--- config.mk ---
export PLATFORM = sky130hd
export DESIGN_NAME = pc_sequencer
export DESIGN_NICKNAME = d
export VERILOG_FILES = /design/src/rtl/pcseq_pkg.sv /design/src/rtl/seq_ret_stack.sv /design/src/rtl/seq_next_pc.sv /design/src/rtl/seq_irq_ctrl.sv /design/src/rtl/pc_sequencer.sv
export SDC_FILE = /design/constraint.sdc
export NUM_CORES = 1
export LEC_CHECK = 0
export ABC_AREA = 1
export ABC_CLOCK_PERIOD_IN_PS = 2900
export BUFFER_PORTS_ARGS = -buffer_cell sky130_fd_sc_hd__buf_2
export CORE_MARGIN = 2
export CORE_UTILIZATION = 40
export CTS_BUF_LIST = sky130_fd_sc_hd__clkbuf_4 sky130_fd_sc_hd__clkbuf_8
export DETAILED_ROUTE_END_ITERATION = 8
export PLACE_DENSITY = 0.59
export SKIP_LAST_GASP = 1
export SYNTH_ARGS = -nofsm -noshare
export SYNTH_HDL_FRONTEND = slang
export SYNTH_SLANG_ARGS = --single-unit
--- constraint.sdc ---
create_clock -name clk -period 2.9 [get_ports clk]
set_clock_uncertainty 0.2 [all_clocks]
set_input_delay 0.29 -clock clk [delete_from_list [all_inputs] [get_ports clk]]
set_output_delay 0.29 -clock clk [all_outputs]
set_load 0.005 [all_outputs]
--- src/rtl/pcseq_pkg.sv ---
// Shared command encoding for the program counter sequencer.
// Assumes the decoder drives one of these codes per completed instruction.
package pcseq_pkg;
    typedef enum logic [3:0] {
        OP_SEQ    = 4'd0,
        OP_BRANCH = 4'd1,
        OP_JUMP   = 4'd2,
        OP_CALL   = 4'd3,
        OP_RETURN = 4'd4,
        OP_IRET   = 4'd5,
        OP_IEN    = 4'd6,
        OP_IDIS   = 4'd7,
        OP_WAIT   = 4'd8
    } seq_op_e;
endpackage

--- src/rtl/seq_ret_stack.sv ---
// Bounded return-address stack.
// Assumes push and pop are never requested together. A push when full
// overwrites the top entry; reading an empty stack yields zero.
module seq_ret_stack #(
    parameter int AW    = 12,
    parameter int DEPTH = 8
) (
    input  logic          clk,
    input  logic          rst_n,
    input  logic          push,
    input  logic          pop,
    input  logic [AW-1:0] push_addr,
    output logic [AW-1:0] top_addr
);
    localparam int CW = $clog2(DEPTH + 1);
    localparam int IW = (DEPTH > 1) ? $clog2(DEPTH) : 1;

    logic [AW-1:0] entries [DEPTH];
    logic [CW-1:0] count;
    logic [IW-1:0] wr_idx;
    logic [IW-1:0] rd_idx;

    // Write slot: next free entry, or the top one when full.
    always_comb begin
        wr_idx = (count == CW'(DEPTH)) ? IW'(DEPTH - 1) : count[IW-1:0];
        rd_idx = IW'(count - CW'(1));
    end

    // Top-of-stack read, zero when empty.
    always_comb begin
        top_addr = (count == '0) ? '0 : entries[rd_idx];
    end

    // Entry storage and occupancy count.
    always_ff @(posedge clk) begin
        if (!rst_n) begin
            count <= '0;
            for (int i = 0; i < DEPTH; i++) entries[i] <= '0;
        end else if (push) begin
            entries[wr_idx] <= push_addr;
            if (count != CW'(DEPTH)) count <= count + CW'(1);
        end else if (pop) begin
            if (count != '0) count <= count - CW'(1);
        end
    end

    AST_PUSH_VISIBLE: assert property (@(posedge clk) disable iff (!rst_n)
        push |=> (top_addr == $past(push_addr)));
endmodule

--- src/rtl/seq_next_pc.sv ---
// Combinational next-address selection for one completed instruction.
// Assumes AW > DW; the branch displacement is relative to PC+1.
module seq_next_pc
    import pcseq_pkg::*;
#(
    parameter int AW = 12,
    parameter int DW = 8
) (
    input  logic [AW-1:0] pc,
    input  seq_op_e       op,
    input  logic [1:0]    cond_sel,
    input  logic [DW-1:0] disp,
    input  logic [AW-1:0] target,
    input  logic          flag_z,
    input  logic          flag_c,
    input  logic [AW-1:0] stack_top,
    input  logic [AW-1:0] saved_pc,
    output logic [AW-1:0] pc_inc,
    output logic [AW-1:0] next_pc
);
    localparam int EXT = AW - DW;

    logic          cond_true;
    logic [AW-1:0] disp_ext;

    // Condition evaluation and displacement sign extension.
    always_comb begin
        unique case (cond_sel)
            2'b00:   cond_true = flag_z;
            2'b01:   cond_true = !flag_z;
            2'b10:   cond_true = flag_c;
            default: cond_true = !flag_c;
        endcase
        disp_ext = {{EXT{disp[DW-1]}}, disp};
        pc_inc   = pc + AW'(1);
    end

    // Next address by command.
    always_comb begin
        case (op)
            OP_BRANCH: next_pc = cond_true ? (pc_inc + disp_ext) : pc_inc;
            OP_JUMP,
            OP_CALL:   next_pc = target;
            OP_RETURN: next_pc = stack_top;
            OP_IRET:   next_pc = saved_pc;
            default:   next_pc = pc_inc;
        endcase
    end
endmodule

--- src/rtl/seq_irq_ctrl.sv ---
// Interrupt enable, entry decision, wait parking and shadow state.
// Assumes int_req is level-sensitive; entry happens only at an advance
// or while parked by a wait command.
module seq_irq_ctrl
    import pcseq_pkg::*;
#(
    parameter int AW = 12
) (
    input  logic          clk,
    input  logic          rst_n,
    input  logic          advance,
    input  seq_op_e       op,
    input  logic          int_req,
    input  logic          flag_z,
    input  logic          flag_c,
    input  logic [AW-1:0] pc,
    input  logic [AW-1:0] next_pc,
    output logic          ie,
    output logic          parked,
    output logic          take,
    output logic [AW-1:0] saved_pc,
    output logic          int_ack,
    output logic          restore,
    output logic          z_out,
    output logic          c_out
);
    logic exec;
    logic ie_after;
    logic saved_z;
    logic saved_c;

    // Enable value after this instruction, and the entry decision.
    always_comb begin
        exec = advance && !parked;
        ie_after = ie;
        if (exec && (op == OP_IEN || op == OP_IRET)) ie_after = 1'b1;
        if (exec && op == OP_IDIS)                   ie_after = 1'b0;
        take = int_req && (parked ? ie : (advance && ie_after));
    end

    // Enable bit, wait parking and acknowledge pulse.
    always_ff @(posedge clk) begin
        if (!rst_n) begin
            ie      <= 1'b0;
            parked  <= 1'b0;
            int_ack <= 1'b0;
        end else begin
            int_ack <= take;
            if (take) begin
                ie     <= 1'b0;
                parked <= 1'b0;
            end else begin
                ie <= ie_after;
                if (exec && op == OP_WAIT) parked <= 1'b1;
            end
        end
    end

    // Shadow copies saved at entry.
    always_ff @(posedge clk) begin
        if (!rst_n) begin
            saved_pc <= '0;
            saved_z  <= 1'b0;
            saved_c  <= 1'b0;
        end else if (take) begin
            saved_pc <= parked ? pc : next_pc;
            saved_z  <= flag_z;
            saved_c  <= flag_c;
        end
    end

    // Flag restore strobe and values on return from interrupt.
    always_ff @(posedge clk) begin
        if (!rst_n) begin
            restore <= 1'b0;
            z_out   <= 1'b0;
            c_out   <= 1'b0;
        end else begin
            restore <= exec && op == OP_IRET;
            if (exec && op == OP_IRET) begin
                z_out <= saved_z;
                c_out <= saved_c;
            end
        end
    end

    AST_ACK_IE_CLEAR: assert property (@(posedge clk) disable iff (!rst_n)
        int_ack |-> !ie);
    AST_ACK_UNPARKED: assert property (@(posedge clk) disable iff (!rst_n)
        int_ack |-> !parked);
endmodule

--- src/rtl/pc_sequencer.sv ---
// Program counter sequencer: holds the PC and applies one control-flow
// command per advance, with return stack and interrupt entry/exit.
// Assumes cmd, cond_sel, disp, target and flags are valid when advance is high.
module pc_sequencer
    import pcseq_pkg::*;
#(
    parameter int AW        = 12,
    parameter int DW        = 8,
    parameter int DEPTH     = 8,
    parameter int VECTOR    = 1
) (
    input  logic          clk,
    input  logic          rst_n,
    input  logic          advance,
    input  logic [3:0]    cmd,
    input  logic [1:0]    cond_sel,
    input  logic [DW-1:0] disp,
    input  logic [AW-1:0] target,
    input  logic          flag_z,
    input  logic          flag_c,
    input  logic          int_req,
    output logic [AW-1:0] pc,
    output logic          int_ack,
    output logic          stalled,
    output logic          flags_restore,
    output logic          z_restore,
    output logic          c_restore
);
    localparam logic [AW-1:0] VEC_ADDR = AW'(VECTOR);

    seq_op_e       op;
    logic [AW-1:0] pc_q;
    logic [AW-1:0] pc_inc;
    logic [AW-1:0] next_pc;
    logic [AW-1:0] stack_top;
    logic [AW-1:0] saved_pc;
    logic          ie;
    logic          parked;
    logic          take;
    logic          exec;
    logic          push;
    logic          pop;

    // Command decode into stack controls.
    always_comb begin
        op   = seq_op_e'(cmd);
        exec = advance && !parked;
        push = exec && op == OP_CALL;
        pop  = exec && op == OP_RETURN;
    end

    seq_next_pc #(.AW(AW), .DW(DW)) u_next (
        .pc(pc_q), .op(op), .cond_sel(cond_sel), .disp(disp),
        .target(target), .flag_z(flag_z), .flag_c(flag_c),
        .stack_top(stack_top), .saved_pc(saved_pc),
        .pc_inc(pc_inc), .next_pc(next_pc)
    );

    seq_ret_stack #(.AW(AW), .DEPTH(DEPTH)) u_stack (
        .clk(clk), .rst_n(rst_n), .push(push), .pop(pop),
        .push_addr(pc_inc), .top_addr(stack_top)
    );

    seq_irq_ctrl #(.AW(AW)) u_irq (
        .clk(clk), .rst_n(rst_n), .advance(advance), .op(op),
        .int_req(int_req), .flag_z(flag_z), .flag_c(flag_c),
        .pc(pc_q), .next_pc(next_pc), .ie(ie), .parked(parked),
        .take(take), .saved_pc(saved_pc), .int_ack(int_ack),
        .restore(flags_restore), .z_out(z_restore), .c_out(c_restore)
    );

    // Program counter register.
    always_ff @(posedge clk) begin
        if (!rst_n)    pc_q <= '0;
        else if (take) pc_q <= VEC_ADDR;
        else if (exec) pc_q <= next_pc;
    end

    assign pc      = pc_q;
    assign stalled = parked;

    AST_ACK_AT_VECTOR: assert property (@(posedge clk) disable iff (!rst_n)
        int_ack |-> (pc_q == VEC_ADDR));
    AST_WAIT_HOLDS_PC: assert property (@(posedge clk) disable iff (!rst_n)
        (parked && !int_req) |=> $stable(pc_q));
    AST_IDLE_HOLDS_PC: assert property (@(posedge clk) disable iff (!rst_n)
        (!advance && !parked && !int_req) |=> $stable(pc_q));
endmodule

==> results.ini <==
[yosys]
synthArstFlopShare_pct=0
yosys_register_bits=132
ys.flop_type=edfxtp_1
synth_nets=919
yosysSeqAreaShare_pct=50.2
syn_inst=872
netlist_area_sq_um=7180
ys_types=47
synth-edff-count=96
synth.avg_cell_area_sq_um=8.23
yosys_warnings=0

[global_routing]
grt_use_total_pct=22.6
grt_util_met3_pct=4.39
overflow=0
antenna_found_initial=0
grt_pass1_wl_um=32100
gr-usage-met1_pct=31.9
use_met2_pct=35.4
grt_max_degree=50
grt_pass1_vias=5945
busiest_layer=met2

[sta]
slew_headroom_pct=55.4
finalCritPeriodShare_pct=96.0
hold_viol=0
max_freq_mhz=359
rsz0062_at_grt=yes
tightest_slew_ps=668
setup_viol=0
setup_ws_ps=117
slew_violations=0
fin_crit_ps=2780

[floorplanning]
die_area_sq_um=19000
core_sq_um=17400
initial_core_util_pct=41.2
die_h_um=138
dieWidth_um=138
ios=49
rows=48

[critical_path]
worst_r2r_endpoint=u_irq.saved_pc[11]$_SDFFE_PN0P_
worstReg2RegStart=pc[0]$_SDFFE_PN0P_
r2r_setup_slack_ps=120
reg2regPathDepth=23
required_ps=3040
path_cells=ha_1 > nand2_1 > inv_2 > nand3_2 > buf_4 > nand2_1 > inv_1 > ha_4 > nand2_1 > nand2_1 > nand2_1 > nand2_1 > nand2_1 > nand3_1 > nand2_2 > nand3_2 > nand2_1 > nand3_2 > nand2_1 > nand2_1 > nand2_1 > nand2_1 > nand2_1
cpPeakStageDelay_ps=340
crit_fanout=5
endpoint=u_irq.saved_pc[11]$_SDFFE_PN0P_
path_class=reg2reg
end_kind=flop
slowest_stage=dfxtp_2
crit_start=pc[0]$_SDFFE_PN0P_
critPathMostFrequentCell=nand2_1
cp-start-kind=flop
crit_arrival_ps=2930

[clocking]
cts_tree=built
clock_sinks=132
clk-insertion-delay-late_ps=450
max-clock-path-buffers=2
htree_levels=4
clk_pin_slew_ps=80
cts_root_buf=clkbuf_8
cts_made_buffers=17

[layout]
diodes=0
nNetsFinal=1010
area_delta_synth_final_pct=20.1
stdcell_area_sq_um=8620
drive_gt1_share_pct=22.4
layout_commonest_cell=nor2_1
layout_common_cells=nor2_1, nand2_1, edfxtp_1, o21ai_0, inv_1

[worst_hold_path]
hold_class=in2reg

[drt]
drc=0
routedWlPerCell_um=17.0
detailedRoute.firstIterationViolations=469
antenna_left=0
routed-via-count=6304
drtPass1Iterations=5
drt-total-wl_um=20400
vias_per_cell=5.25

[place]
hpwl_um=14400
io_buffers=48
placed_area_sq_um=7950
dp_worst_setup_slack_ps=-4.18
globalplace.congestion=0.919

[status]
status=complete, no violations

[power_and_ir_drop]
power_density_nw_per_um2=526
power.leakage_nw=3.57
vdd_drop_max_mv=0.257

[run]
drv_cap=0

## registers in the layout, indices dropped and copies added, names as in the netlist
| register | count |
|---|---|
| u_stack.count | 4 |
| u_irq.ie | 1 |
| u_irq.saved_c | 1 |
| u_irq.restore | 1 |
| u_stack.entries | 96 |
| u_irq.int_ack | 1 |
| u_irq.parked | 1 |
| u_irq.saved_z | 1 |
| u_irq.c_out | 1 |
| u_irq.saved_pc | 12 |
| pc | 12 |
| u_irq.z_out | 1 |
## cell families (layout without fill, tap and decap cells)
| family | Yosys count | in the layout | share of synthesized area, % |
|---|---|---|---|
| buffers and inverters | 114 | 218 | 6.42 |
| AOI/OAI and AO/OA | 171 | 171 | 14.1 |
| xor gates and xnor gates | 8 | 8 | 1.19 |
| and+or+nand+nor | 432 | 432 | 25.3 |
| adders and majority gates | 15 | 15 | 2.72 |
| DFF | 132 | 132 | 50.2 |
## synth_stat cells, types with 3 or more instances
cell type,count,area share (%)
nor2_4,3,0.47
o21ai_0,83,5.8
inv_1,61,3.2
buf_2,14,0.98
ha_1,14,2.4
o21ai_1,12,0.84
xor2_1,4,0.49
o22ai_1,3,0.26
nand2_2,6,0.52
dfxtp_1,36,10
o221ai_1,5,0.61
nor2_1,210,11
nor3_1,3,0.21
nor2_2,4,0.35
inv_2,9,0.47
clkinv_1,6,0.31
nand3_1,35,2.4
edfxtp_1,96,40
clkbuf_1,21,1.1
nand3_2,4,0.56
nand4_1,12,1.0
o21bai_1,4,0.42
a21oi_1,29,2.0
o211ai_1,17,1.8
nand2_1,148,7.7
o211ai_2,5,0.87
## repair_timing
item                       CTS  global route
setup endpoints to repair    1            16
setup buffers                0             0
hold endpoints to repair     9             0
pin swaps                    1             6
resized for setup            5            43
hold buffers                 7             0
## final cells by class
type                    instances  area, sq um
fillers                      1729         8800
multi-input cells             626         3350
clock inverters                15          129
clock buffers                  17          234
inverters                      76          285
flip-flops and latches        132         3610
well taps                     225          282
repair buffers                110          736
## per-stage QoR
stage	std cells	TNS (ps)	total power, W	hold WS, ps	util (%)
after global placement	1162	0	0.00303	241	45.7
after global routing	1201	-214	0.00474	82.5	49.5
final	1201	0	0.00453	64.2	49.5
after floorplan	872	0	0.00270	226	-
after detailed placement	1162	-4.18	0.00304	242	45.7
after CTS	1201	-1.31	0.00450	38.6	48.3
## per-layer routing
metal | share of wire, % | vias up
met1 | 46 | 2995
met2 | 46 | 173
met3 | 5.9 | 20
li1 | - | 3116
met5 | 0 | -
met4 | 1.5 | 0
## critical path, delay by kind of cell (launching register included)
kind,cells,cell delay (ps)
adder cells (fa/ha/maj),2,470
buffers and inverters,3,350
flip-flops,1,340
AND/OR/NAND/NOR,18,1310
## power by group
group / switching [W] / total, W / internal (W)
registers: 0.0000345 / 0.00212 / 0.00209
logic: 0.000602 / 0.000948 / 0.000346
clock network: 0.000784 / 0.00146 / 0.000680
## worst min path at each step
stage	to	cells after the start	from	slack (ps)
finish	u_irq.ie$_SDFF_PP0_	4	cmd[0]	60
global route	u_irq.saved_pc[4]$_SDFFE_PN0P_	7	target[4]	80
CTS	u_irq.ie$_SDFF_PP0_	4	cmd[0]	40
detailed placement	u_irq.saved_pc[8]$_SDFFE_PN0P_	2	u_irq.saved_pc[8]$_SDFFE_PN0P_	240
global placement	u_irq.saved_pc[11]$_SDFFE_PN0P_	2	u_irq.saved_pc[11]$_SDFFE_PN0P_	240
floorplan	u_irq.saved_pc[3]$_SDFFE_PN0P_	2	u_irq.saved_pc[3]$_SDFFE_PN0P_	230
No activity file was read; power rests on OpenSTA's default activity.
